--- src/rtl/ctrl_pin_pkg.sv ---
package ctrl_pin_pkg;
  localparam int NUM_PINS   = 7;
  localparam int PIN_EXT    = 0;
  localparam int PIN_SMI    = 1;
  localparam int PIN_MCHK   = 2;
  localparam int PIN_CKSTOP = 3;
  localparam int PIN_HRESET = 4;
  localparam int PIN_SRESET = 5;
  localparam int PIN_TBEN   = 6;

  localparam int NUM_PEND    = 4;
  localparam int PEND_EXT    = 0;
  localparam int PEND_SMI    = 1;
  localparam int PEND_MCHK   = 2;
  localparam int PEND_SRESET = 3;

  typedef logic [NUM_PINS-1:0] pin_vec_t;
  typedef logic [NUM_PEND-1:0] pend_vec_t;
endpackage

--- src/rtl/pin_edge_bank.sv ---
module pin_edge_bank #(
  parameter int N = 7
) (
  input  logic         clk_i,
  input  logic         rst_ni,
  input  logic [N-1:0] pin_i,
  output logic [N-1:0] prev_o,
  output logic [N-1:0] rise_o,
  output logic [N-1:0] fall_o
);
  for (genvar g = 0; g < N; g++) begin : g_pin
    logic lvl_q;
    always_ff @(posedge clk_i or negedge rst_ni) begin
      if (!rst_ni) lvl_q <= 1'b0;
      else         lvl_q <= pin_i[g];
    end
    assign prev_o[g] = lvl_q;
    assign rise_o[g] = pin_i[g] & ~lvl_q;
    assign fall_o[g] = ~pin_i[g] & lvl_q;


    level_track_chk: assert property (@(posedge clk_i) disable iff (!rst_ni)
      1'b1 |=> prev_o[g] == $past(pin_i[g]));
  end
endmodule

--- src/rtl/pend_reg.sv ---
module pend_reg
  import ctrl_pin_pkg::*;
(
  input  logic      clk_i,
  input  logic      rst_ni,
  input  pin_vec_t  pin_i,
  input  pin_vec_t  rise_i,
  input  pin_vec_t  fall_i,
  output pend_vec_t pend_o
);
  pin_vec_t  chg;
  pend_vec_t pend_q, pend_d;

  assign chg = rise_i | fall_i;

  always_comb begin
    pend_d = pend_q;
    if (chg[PIN_EXT])    pend_d[PEND_EXT]    = pin_i[PIN_EXT];
    // time-base enable change overrides the external pin in the same cycle
    if (chg[PIN_TBEN])   pend_d[PEND_EXT]    = pin_i[PIN_TBEN];
    if (chg[PIN_SMI])    pend_d[PEND_SMI]    = pin_i[PIN_SMI];
    if (fall_i[PIN_MCHK]) pend_d[PEND_MCHK]  = 1'b1;
    if (chg[PIN_SRESET]) pend_d[PEND_SRESET] = pin_i[PIN_SRESET];
  end

  always_ff @(posedge clk_i or negedge rst_ni) begin
    if (!rst_ni) pend_q <= '0;
    else         pend_q <= pend_d;
  end

  assign pend_o = pend_q;


  ext_follow_chk: assert property (@(posedge clk_i) disable iff (!rst_ni)
    (chg[PIN_EXT] && !chg[PIN_TBEN]) |=> pend_o[PEND_EXT] == $past(pin_i[PIN_EXT]));

  smi_follow_chk: assert property (@(posedge clk_i) disable iff (!rst_ni)
    chg[PIN_SMI] |=> pend_o[PEND_SMI] == $past(pin_i[PIN_SMI]));

  mchk_sticky_chk: assert property (@(posedge clk_i) disable iff (!rst_ni)
    pend_o[PEND_MCHK] |=> pend_o[PEND_MCHK]);

  mchk_rise_quiet_chk: assert property (@(posedge clk_i) disable iff (!rst_ni)
    (rise_i[PIN_MCHK] && !pend_o[PEND_MCHK]) |=> !pend_o[PEND_MCHK]);

  sreset_follow_chk: assert property (@(posedge clk_i) disable iff (!rst_ni)
    chg[PIN_SRESET] |=> pend_o[PEND_SRESET] == $past(pin_i[PIN_SRESET]));

  tben_ext_chk: assert property (@(posedge clk_i) disable iff (!rst_ni)
    chg[PIN_TBEN] |=> pend_o[PEND_EXT] == $past(pin_i[PIN_TBEN]));
endmodule

--- src/rtl/ctrl_pin_decoder.sv ---
module ctrl_pin_decoder
  import ctrl_pin_pkg::*;
(
  input  logic                clk_i,
  input  logic                rst_ni,
  input  logic                ext_int_i,
  input  logic                smi_i,
  input  logic                mchk_i,
  input  logic                ckstop_i,
  input  logic                hreset_i,
  input  logic                sreset_i,
  input  logic                tben_i,
  output logic [NUM_PEND-1:0] pend_o,
  output logic                irq_o,
  output logic                halt_o,
  output logic                hreset_req_o,
  output logic                tb_run_o
);
  pin_vec_t pins, prev, rise, fall;
  logic     halt_q, req_q;

  always_comb begin
    pins             = '0;
    pins[PIN_EXT]    = ext_int_i;
    pins[PIN_SMI]    = smi_i;
    pins[PIN_MCHK]   = mchk_i;
    pins[PIN_CKSTOP] = ckstop_i;
    pins[PIN_HRESET] = hreset_i;
    pins[PIN_SRESET] = sreset_i;
    pins[PIN_TBEN]   = tben_i;
  end

  pin_edge_bank #(.N(NUM_PINS)) u_edges (
    .clk_i  (clk_i),
    .rst_ni (rst_ni),
    .pin_i  (pins),
    .prev_o (prev),
    .rise_o (rise),
    .fall_o (fall)
  );

  pend_reg u_pend (
    .clk_i  (clk_i),
    .rst_ni (rst_ni),
    .pin_i  (pins),
    .rise_i (rise),
    .fall_i (fall),
    .pend_o (pend_o)
  );

  always_ff @(posedge clk_i or negedge rst_ni) begin
    if (!rst_ni) begin
      halt_q <= 1'b0;
      req_q  <= 1'b0;
    end else begin
      if (rise[PIN_CKSTOP]) halt_q <= 1'b1;
      req_q <= rise[PIN_HRESET];
    end
  end

  assign halt_o       = halt_q;
  assign hreset_req_o = req_q;
  assign irq_o        = |pend_o;
  assign tb_run_o     = prev[PIN_TBEN];


  halt_set_chk: assert property (@(posedge clk_i) disable iff (!rst_ni)
    rise[PIN_CKSTOP] |=> halt_o);

  halt_sticky_chk: assert property (@(posedge clk_i) disable iff (!rst_ni)
    halt_o |=> halt_o);

  hreset_pulse_chk: assert property (@(posedge clk_i) disable iff (!rst_ni)
    rise[PIN_HRESET] |=> hreset_req_o);

  hreset_one_shot_chk: assert property (@(posedge clk_i) disable iff (!rst_ni)
    hreset_req_o |=> !hreset_req_o);

  tb_run_chk: assert property (@(posedge clk_i) disable iff (!rst_ni)
    1'b1 |=> tb_run_o == $past(tben_i));
endmodule

--- config.mk ---
export PLATFORM = sky130hd
export DESIGN_NAME = ctrl_pin_decoder
export DESIGN_NICKNAME = d
export VERILOG_FILES = /design/src/rtl/ctrl_pin_pkg.sv /design/src/rtl/pin_edge_bank.sv /design/src/rtl/pend_reg.sv /design/src/rtl/ctrl_pin_decoder.sv
export SDC_FILE = /design/constraint.sdc
export NUM_CORES = 1
export LEC_CHECK = 0
export ABC_AREA = 1
export BUFFER_PORTS_ARGS = -buffer_cell sky130_fd_sc_hd__clkbuf_2
export CORE_AREA = 2 2 39 41
export CTS_BUF_LIST = sky130_fd_sc_hd__clkbuf_8
export DETAILED_ROUTE_END_ITERATION = 16
export DIE_AREA = 0 0 41 43
export SYNTH_ARGS = -nofsm -noshare
export SYNTH_HDL_FRONTEND = slang
export SYNTH_SLANG_ARGS = --single-unit
--- constraint.sdc ---
create_clock -name clk_i -period 0.8 [get_ports clk_i]
set_input_delay 0.16 -clock clk_i [delete_from_list [all_inputs] [get_ports clk_i]]
set_output_delay 0.16 -clock clk_i [all_outputs]
set_load 0.02 [all_outputs]
== Word-level counts from Yosys, hierarchy flattened ==
Cells that the tools add are included.
Storage, ports and cells
  bits in registers: 13
  bits of input ports: 9
  output and inout bits: 8
  logic and storage cells: 46
Cells by class
  multiplexer cells: 2
  bitwise logic cells: 29
  reduce and logical (&&, ||, !) cells: 2
Operators by type and width (number)
  1-bit AND: 14
  1-bit inverter: 14
  7-bit bitwise OR: 1
  4-bit OR reduction: 1
  1-bit 2-to-1 mux: 2
  2-bit nonzero test: 1

== Depth between registers and ports, before layout ==
  word-level depth: 5
  gate-level depth with buffers: 5
  gate-level depth less buffers: 5

== Cells and area by module ==
Synthesis repeated with hierarchy kept, for this count alone.
Second synthesis, totals
  cells, all modules: 71
  area total of the unflattened synthesis: 589.3 µm²
By module, submodules not included
  pin_edge_bank: instances 1, cells each 42, area an instance 332.8 µm², sequential area each 175.2 µm²
  pend_reg: instances 1, cells each 23, area an instance 188.9 µm², sequential area each 100.1 µm²
  ctrl_pin_decoder: instances 1, cells each 6, area an instance 67.6 µm², sequential area each 50.0 µm²

== Worst setup path after synthesis ==
No wires, ideal clock.
  path type: flip-flop to output port
  start: register u_pend.pend_q[3], in the netlist u_pend.pend_o[3]
  end: output port irq_o
  data arrival time: 0.716 ns
  data required time: 0.640 ns
  path slack: -0.076 ns
  cell stages (with the launch flop): 3
  buffers on the path: 0
  cells stage by stage: dfrtp_1 > nor2_1 > nand2_1
Between the ends
  longest elaborated chain between the ends: 1
RTL lines
  start, declared: line pend_reg.sv:12  | pend_vec_t pend_q, pend_d;
  start signal, assigned: line pend_reg.sv:28  | else pend_q <= pend_d;
  4-bit OR reduction: line ctrl_pin_decoder.sv:63  | assign irq_o = |pend_o;
  end, declared: line ctrl_pin_decoder.sv:14  | output logic irq_o,
Every way passes these cells.

== Worst setup path after layout ==
  start: register u_pend.pend_q[1], in the netlist u_pend.pend_o[1]
  end: output port irq_o
The elaborated chain is that of the path after synthesis.

==> metrics <==
Min-Delay Path Class=in2reg; largest net degree at the start of global routing=14; multiplexer share of the synthesized area=0; Tot Pwr=about 1500 uW; number of global-route vias before repair=321; gpl congestion=around 0.61; worst path arrival time=about 0.95 ns; register area=329.1 um^2; Initial Utilization=0.3156; Synth Instances=39; Reg-to-Reg Start=u_pend.pend_o[0]; Synth Area in XOR/XNOR=0; row count=14; I/O pin count=17; CTS H-tree depth=1; top cells by area, synth=dfrtp_1, nand2_1, inv_1; hold path endpoint=u_edges.g_pin[6].lvl_q; diodes inserted=0; drt pass-1 iters=4; failing checks=setup timing; Die Ht=43 um; Setup Viol. Count Final=11; Pins Over Slew Limit=0; Clock Pin Slew Worst Setup and Hold Paths=roughly 0.050 ns; vias per cell=4.107; largest family of logic cells by synthesized area=simple AND/OR/NAND/NOR gates; final hold vios=0; PortBufs=16; Setup crit start kind=flip-flop; Clk pwr share=0.348; Peak VDD IR=1.090 mV; sequential share of the synthesized area=0.7450; area leader, netlist=dfrtp_1; fraction of layout cells with a size suffix above 1=0.6029; share of the synthesized area in the top cell type=0.7450; simple-gate share of the synthesized area=0.1375; core area=0.001384 mm^2; Final nets=between 70 and 80; Worst Path Required=0.64 ns; Final Skew=0.002461 ns; Area growth syn-to-layout=83.09%; grt ovf=0; via count=345; CTS sink count=13; Final Cycle Share=1.390; Worst-Margin Slew=0.3244 ns; hpwl dp=517.6 um; Chip Width=41 um; most frequent cells in the layout=dfrtp_1, buf_6, clkbuf_2; Synthesis Warnings=0; Clock Tree Root=clkbuf_8; initial antenna violation count=0; Leak Pwr=0.0003935 uW; Multi-input gate area=roughly 130 um^2; Final WS setup=-0.3121 ns; complex-gate fraction of the synthesized area=0.05731; final WL=834 um; # fillers=120; crit path kind=reg2out; TNS Setup=-1.930 ns; outcome=finished, violations left; Antenna Nets Post-Route=0; Power Internal=1195 uW; top fanout value on the critical path=2; CP cell instances=nor2_2, nand2_2, buf_8; PD cells=1933 mW/mm^2; GRT Util Overall=0.1067; Sw Ratio=0.2267; Worst Hold Depth=1; Placed Instances=72; Max-slew headroom=0.7838; later-pin clock latency in the skew report=0.23 ns; Avg Cell Area, Syn=11.20 um^2; DIE AREA=0.001763 mm^2; first-pass GRT wire length=around 1200 um; Seq cells post-synth=13; Iteration-0 DRC Markers=6; worst hold margin=0.04303 ns; non-filler cells, final=84; sequential fraction of design power=0.468; CP max stage cell=dfrtp_2; combinational power share=0.184; post-synth net total=48; Worst Hold Launch=tben_i; routed len/inst=9.929 um; post-route DRC violation count=0; CTS Buf Count=3; Max Cap Viol=0; RSZ-0062 raised after global routing=true; Worst path max stage delay=0.41 ns; Crit. End Element=primary output; R2R setup slack=-0.15 ns; mapped cell area=436.7 um^2; R2R cell count=6; commonest non-fill, non-tap cell in the layout=dfrtp_1; Netlist cell types=8; Bufs on Longest Clock Path=2; sw power=between 300 and 400 uW; Post-Synth Adder-Cell Area=0; fin crit period=1.112 ns; Fmax=between 800 and 900 MHz; CTS tree=done; Worst R2R End=u_pend.pend_o[0]
==> logic make-up after synthesis <==
| group | count (synthesis) |
|---|---|
| buf+inv | 7 |
| compound gates | 4 |
| flops | 13 |
| simple gates | 15 |
==> Yosys cell counts, drive strengths merged <==
cell type  count
dfrtp         13
nand2          8
inv            7
nor2           5
a21oi          2
o21bai         2
nand3          1
or2            1
==> routing by layer <==
layer / up-vias / track usage / routed length [um]
met5: - / 0 / 0
met4: 0 / 0.06000 / 0
li1: 175 / - / -
met3: 0 / 0.03141 / 47
met1: 158 / 0.1207 / 341
met2: 12 / 0.1688 / 446
==> worst max-delay path: cells and delay by family (launching register included) <==
kind / cells / cell delay (ns)
flops: 1 / 0.41
simple gates: 2 / 0.18
buf+inv: 1 / 0.13
==> worst max-delay path by stage <==
stage                                start    end  slack (ns)  cells after the start
after detailed placement  u_pend.pend_o[1]  irq_o       -0.08                      3
after global placement    u_pend.pend_o[1]  irq_o       -0.07                      3
final                     u_pend.pend_o[1]  irq_o       -0.31                      3
after global routing      u_pend.pend_o[1]  irq_o       -0.36                      3
after CTS                 u_pend.pend_o[0]  irq_o       -0.32                      3
after floorplan           u_pend.pend_o[1]  irq_o       -0.03                      2
==> registers in the layout, indices dropped and copies added (netlist names) <==
register / cells
u_edges.g_pin.lvl_q: 7
u_pend.pend_o: 4
hreset_req_o: 1
halt_o: 1
==> what timing repair did <==
item,4_1_cts,5_1_grt
pin swaps,3,7
buffers inserted,5,2
resized for setup,12,27
hold endpoints to repair,13,0
endpoints found under the setup margin,8,12
hold buffers,1,0
==> cell type report <==
type / instances / share of cell area
Sequential cell: 13 / 0.4116
Timing Repair Buffer: 25 / 0.3099
Multi-Input combinational cell: 19 / 0.1643
Clock buffer: 3 / 0.05164
Inverter: 7 / 0.03286
Tap cell: 16 / 0.02504
Clock inverter: 1 / 0.004695
==> per-stage QoR <==
stage          instance area, um^2  setup slack [ns]  utilization
2_1_floorplan                447.9          -0.03053            -
5_1_grt                      799.5           -0.3645       0.5778
3_5_place_dp                 555.5          -0.08454       0.4014
4_1_cts                      704.4           -0.3195       0.5090
3_3_place_gp                 555.5          -0.06563       0.4014
6_report                     799.5           -0.3121       0.5778
==> power by group through the flow <==
stage	sequential [uW]	combinational (uW)	clock, uW
5_1_grt	726	314	586
2_1_floorplan	760	35.6	0
4_1_cts	717	207	569
3_5_place_dp	734	136	0
6_report	723	284	538
3_3_place_gp	731	134	0
(Power assumes the default switching activity.)
